$ cat src/rtl/pmul_pkg.sv
package pmul_pkg;

    // Opcode values that select a product slice
    localparam logic [7:0] OPC_MUL_LO     = 8'hD5;
    localparam logic [7:0] OPC_MUL_HI_S   = 8'hE5;
    localparam logic [7:0] OPC_MUL_HI_U   = 8'hE4;
    localparam logic [7:0] OPC_MUL_HI_RND = 8'hB7;

    typedef enum logic [2:0] {
        XM_NONE   = 3'd0,
        XM_LOW    = 3'd1,
        XM_HIGH_S = 3'd2,
        XM_HIGH_U = 3'd3,
        XM_ROUND  = 3'd4
    } xmode_e;

    typedef struct packed {
        logic   vld;
        xmode_e mode;
    } ctl_t;

    // Only the unsigned high slice treats lane operands as unsigned
    function automatic logic mode_is_unsigned(input xmode_e m);
        return (m == XM_HIGH_U);
    endfunction

endpackage

$ cat src/rtl/pmul_opdec.sv
module pmul_opdec
    import pmul_pkg::*;
(
    input  logic [7:0] op,
    output xmode_e     mode
);

    always_comb begin
        unique case (op)
            OPC_MUL_LO:     mode = XM_LOW;
            OPC_MUL_HI_S:   mode = XM_HIGH_S;
            OPC_MUL_HI_U:   mode = XM_HIGH_U;
            OPC_MUL_HI_RND: mode = XM_ROUND;
            default:        mode = XM_NONE;
        endcase
    end

endmodule

$ cat src/rtl/pmul_lane.sv
module pmul_lane
    import pmul_pkg::*;
#(
    parameter int W = 16
) (
    input  logic         clk,
    input  logic         rst,
    input  logic         ld_s1,
    input  xmode_e       mode_s0,
    input  logic [W-1:0] a,
    input  logic [W-1:0] b,
    input  logic         ld_s2,
    input  xmode_e       mode_s1,
    output logic [W-1:0] res
);

    localparam int PW = 2 * W;
    localparam logic [W-1:0] MIN_PAT = {1'b1, {(W-1){1'b0}}};

    logic signed [W:0]    ax;
    logic signed [W:0]    bx;
    logic signed [PW-1:0] full;
    logic [PW-1:0]        prod_q;
    logic [W-1:0]         rnd_hi;
    logic [W-1:0]         pick;

    // One 17x17 signed multiplier serves both signednesses
    always_comb begin
        if (mode_is_unsigned(mode_s0)) begin
            ax = {1'b0, a};
            bx = {1'b0, b};
        end else begin
            ax = {a[W-1], a};
            bx = {b[W-1], b};
        end
    end

    assign full = PW'(ax) * PW'(bx);

    always_ff @(posedge clk) begin
        if (rst) begin
            prod_q <= '0;
        end else if (ld_s1) begin
            prod_q <= full;
        end
    end

    // Adding 2^(W-2) then dropping bits below W-1 equals adding bit W-2
    assign rnd_hi = prod_q[PW-2:W-1] + {{(W-1){1'b0}}, prod_q[W-2]};

    always_comb begin
        unique case (mode_s1)
            XM_LOW:    pick = prod_q[W-1:0];
            XM_HIGH_S: pick = prod_q[PW-1:W];
            XM_HIGH_U: pick = prod_q[PW-1:W];
            XM_ROUND:  pick = rnd_hi;
            default:   pick = '0;
        endcase
    end

    always_ff @(posedge clk) begin
        if (rst) begin
            res <= '0;
        end else if (ld_s2) begin
            res <= pick;
        end
    end

    AST_ZERO_OPERAND: assert property (@(posedge clk) disable iff (rst)
        (ld_s1 && ((a == '0) || (b == '0))) |-> ##2 (res == '0));

    AST_UNSIGNED_BOUND: assert property (@(posedge clk) disable iff (rst)
        (ld_s1 && (mode_s0 == XM_HIGH_U)) |-> ##2 (res <= $past(a, 2)));

    AST_SIGNED_SIGN: assert property (@(posedge clk) disable iff (rst)
        (ld_s1 && (mode_s0 == XM_HIGH_S) && (a != '0) && (b != '0))
        |-> ##2 (res[W-1] == ($past(a[W-1], 2) ^ $past(b[W-1], 2))));

    AST_ROUND_WRAP: assert property (@(posedge clk) disable iff (rst)
        (ld_s1 && (mode_s0 == XM_ROUND) && (a == MIN_PAT) && (b == MIN_PAT))
        |-> ##2 (res == MIN_PAT));

endmodule

$ cat src/rtl/pmul16x4.sv
module pmul16x4
    import pmul_pkg::*;
#(
    parameter int LANES  = 4,
    parameter int LANE_W = 16
) (
    input  logic                    clk,
    input  logic                    rst,
    input  logic                    in_valid,
    input  logic [7:0]              in_op,
    input  logic [LANES*LANE_W-1:0] in_a,
    input  logic [LANES*LANE_W-1:0] in_b,
    output logic                    out_valid,
    output logic [LANES*LANE_W-1:0] out_data
);

    localparam int DATA_W = LANES * LANE_W;

    xmode_e dec_mode;
    ctl_t   s1_q;
    logic [1:0] warm_q;
    logic [LANE_W-1:0] lane_res [LANES];

    pmul_opdec u_opdec (
        .op   (in_op),
        .mode (dec_mode)
    );

    always_ff @(posedge clk) begin
        if (rst) begin
            s1_q      <= '{vld: 1'b0, mode: XM_NONE};
            out_valid <= 1'b0;
        end else begin
            s1_q.vld  <= in_valid;
            if (in_valid) begin
                s1_q.mode <= dec_mode;
            end
            out_valid <= s1_q.vld;
        end
    end

    generate
        for (genvar i = 0; i < LANES; i++) begin : g_lane
            pmul_lane #(.W(LANE_W)) u_lane (
                .clk     (clk),
                .rst     (rst),
                .ld_s1   (in_valid),
                .mode_s0 (dec_mode),
                .a       (in_a[i*LANE_W +: LANE_W]),
                .b       (in_b[i*LANE_W +: LANE_W]),
                .ld_s2   (s1_q.vld),
                .mode_s1 (s1_q.mode),
                .res     (lane_res[i])
            );
            assign out_data[i*LANE_W +: LANE_W] = lane_res[i];
        end
    endgenerate

    // Cycles since reset, saturating at the pipeline depth
    always_ff @(posedge clk) begin
        if (rst) begin
            warm_q <= 2'd0;
        end else if (warm_q != 2'd2) begin
            warm_q <= warm_q + 2'd1;
        end
    end

    AST_VALID_LATENCY: assert property (@(posedge clk) disable iff (rst)
        (warm_q == 2'd2) |-> (out_valid == $past(in_valid, 2)));

    AST_RESET_QUIET: assert property (@(posedge clk)
        $past(rst) |-> (!out_valid && (out_data == {DATA_W{1'b0}})));

endmodule

$ cat config.mk
export PLATFORM = sky130hd
export DESIGN_NAME = pmul16x4
export DESIGN_NICKNAME = d
export VERILOG_FILES = /design/src/rtl/pmul_pkg.sv /design/src/rtl/pmul_opdec.sv /design/src/rtl/pmul_lane.sv /design/src/rtl/pmul16x4.sv
export SDC_FILE = /design/constraint.sdc
export NUM_CORES = 2
export LEC_CHECK = 0
export ABC_AREA = 1
export CAP_MARGIN = 0
export CORE_UTILIZATION = 65
export CTS_BUF_LIST = sky130_fd_sc_hd__clkbuf_8
export CTS_CLUSTER_SIZE = 20
export DETAILED_ROUTE_END_ITERATION = 12
export PLACE_DENSITY_LB_ADDON = 0.15
export SYNTH_ARGS = -nofsm -noshare
export SYNTH_HDL_FRONTEND = slang
export SYNTH_HIERARCHICAL = 1
export SYNTH_SLANG_ARGS = --single-unit
$ cat constraint.sdc
create_clock -name clk -period 13.9 [get_ports clk]
set_input_delay 2.085 -clock clk [delete_from_list [all_inputs] [get_ports clk]]
set_output_delay 2.085 -clock clk [all_outputs]
set_load 0.02 [all_outputs]
==> impl_results.md <==
- Status: complete, no violations
- RSZ-0062 raised after global routing: no
- Max-slew headroom: a little over a fifth
- Wire per inst: between 15 and 20 um
- Post_cts resized: 0
- CTS H-Tree Depth: 4
- Hold buffer count at cts: 0
- Maxcap violations: 0
- DP Area: 0.0573 mm^2
- Synth Net Count: 9009
- Ranking of synthesized cells by area: fa_1, inv_1, nand2_1
- Die ar.: approximately 0.086 mm^2
- Number of clock sinks: 197
- Avg Vias per Cell: 5.37
- Setup bufs post-CTS: 0
- Main synth FF type: dfxtp_1
- Row cnt: 106
- Flops & latches, synth: between 150 and 200
- Residual DRC: 0
- Fill count: 7135
- Net count, final: 8933
- Detail Route Antenna Nets: 0
- Pre-antenna DRT Iters: 7
- Routability congestion estimate: slightly below 1
- Cell count after synthesis: 7406
- I/O Buffers: between 200 and 250
- Worst path most repeated cell: nand2_1
- Largest net degree at the start of global routing: 91
- Ports: 204
- Layout cell share with drive strength beyond 1: around 2.6%
- Top-area cell type share of the netlist area: 41.1%
- Worst Path Max Fanout: 19
- Core outline area: 0.0837 mm^2
- Vias in the first global route: 48200
- Max stage delay on crit path: 0.86 ns
- Routed WL: 144000 um
- Critical path endpoint category: register
- Crit Path Class: input pin to register
- First-pass GRT wire length: 242000 um
- Worst path required time: around 14 ns
- Initial core utilization: 65.7%
- Vias: 45500
- Period minus WS final: about 9 ns
- Die width: ~290 um
- Top cells by count, synth: inv_1, nand2_1, fa_1
- Worst setup SP type: input pin
- Max-slew violations: 0
- Hold Path Stages: 2
- Hold crit path type: register to register
- Clk buf depth: 2
- Post-synthesis sequential area ratio: a little over 7%
- Initial drt markers: 3266
- Yosys warns: 6
- Setup violators final: 0
- DP HPWL: 120000 um
- Synthesized area per cell: 7.43 um^2
- Critical Path Slowest Stage Cell: fa_1
- Total grt overflow: 0
- Initial antenna violation count: 4
- Die Y-Extent: just under 300 um
- Setup Skew: 0.0294 ns
- GRT Total Usage: a little over a third
- Cell area after layout: 0.0578 mm^2
- Worst EP arrival: 9.49 ns
- Clock Tree Root: clkbuf_8
- Fmax: 111 MHz
- CTS tree: built
- Synthesized area: 0.0550 mm^2
- Yosys cell types: 52
- FFs w/ async S/R, synth: 0%
- Synth area leader: fa_1
- CTS clk-pin slew, worst paths: 0.14 ns
- Setup TNS: 0 ns
- Post-synth EDFFs: 0
- Area Overhead vs Synth: 5.07%
- Cell with the most instances after synthesis: inv_1
- Fin crit share: 64.7%
- Clk Latency, worst-skew pair: 0.58 ns
- Worst R2R Path Depth: 6
- Num CTS Buffers: 17
- Slew @ Worst Pin: around 1.2 ns
- Hold Vio Cnt, Final: 0
-- cells by family after synthesis --
family,synth area share [%]
AOI/OAI and AO/OA,6.48
and+or+nand+nor,18.7
adders and majority gates,48.7
buffers and inverters,17.7
xor gates and xnor gates,1.27
DFF,7.17
-- layout make-up --
| type | count | area [um^2] | area share [%] |
|---|---|---|---|
| antenna | 1 | 2.50 | 0.00433 |
| clock buffer | 17 | 234 | 0.405 |
| clock inverter | 15 | 228 | 0.394 |
| inverter | 2220 | 8330 | 14.4 |
| multi-input combinational | 4659 | 41400 | 71.6 |
| sequential | 197 | 3950 | 6.83 |
| tap | 1134 | 1420 | 2.46 |
| timing repair buffer | 235 | 2270 | 3.93 |
-- state kept, by name, indices dropped and copies added (netlist names) --
signal and cells:
g_lane.u_lane/prod_q 128, g_lane.u_lane/res 64, out_valid 1, s1_q 4
-- worst max-delay path, delay by kind of cell --
kind / cells / cell delay, ns
buffers and inverters: 6 / 1.08
AND/OR/NAND/NOR: 15 / 2.50
adder cells (fa/ha/maj): 7 / 3.79
-- routing by layer --
layer  up-vias  track usage (%)  wire length [um]
li1      21200                -                 -
met1     22300             46.8             60100
met2      1681             59.5             69600
met3       345             4.77              9850
met4         4             11.4              4350
met5         -                0                27
-- cells in the final DEF, fill, tap and decap left out, types with 10 or more instances in the layout --
cell and instances:
nand3_1 203, a21oi_1 285, a31oi_1 31, o21ai_0 179
o21bai_1 15, ha_1 336, inv_1 2197, or2_2 21
clkbuf_8 17, nand3_2 12, buf_4 33, nand2_2 22
a21oi_2 10, nand4_1 54, nand2_1 1787, o211ai_1 14
nor2_1 283, dfxtp_1 196, o21ai_1 15, nor3_1 42
a22oi_1 24, o221ai_1 27, clkdlybuf4s50_1 201, xor2_1 57
xnor2_1 23, nor3_2 10, fa_1 1128, inv_2 15
-- worst paths after layout --
kind	startpoint	endpoint	slack, ns
worst max-delay path	in_op[2]	g_lane[3].u_lane/prod_q[30]$_SDFFE_PP0P_	4.90
worst min-delay path	g_lane[0].u_lane/prod_q[4]$_SDFFE_PP0P_	g_lane[0].u_lane/prod_q[4]$_SDFFE_PP0P_	0.47
worst max register to register	s1_q[1]$_SDFFE_PP0P_	g_lane[1].u_lane/res[10]$_SDFFE_PP0P_	11.27
worst min register to register	g_lane[0].u_lane/prod_q[4]$_SDFFE_PP0P_	g_lane[0].u_lane/prod_q[4]$_SDFFE_PP0P_	0.47
-- per-stage QoR --
stage	util [%]	instances	worst slack (ns)	hold slack, ns
2_1_floorplan	-	7406	5.75	0.433
3_3_place_gp	68.5	8445	4.47	0.449
3_5_place_dp	68.5	8445	4.39	0.452
4_1_cts	69.0	8477	5.02	0.471
5_1_grt	69.0	8478	4.37	0.486
6_report	69.0	8478	4.90	0.468
Power is left out: the tool's default activity adds up to more than one toggle a clock period on the data nets, which glitch-free logic cannot reach.
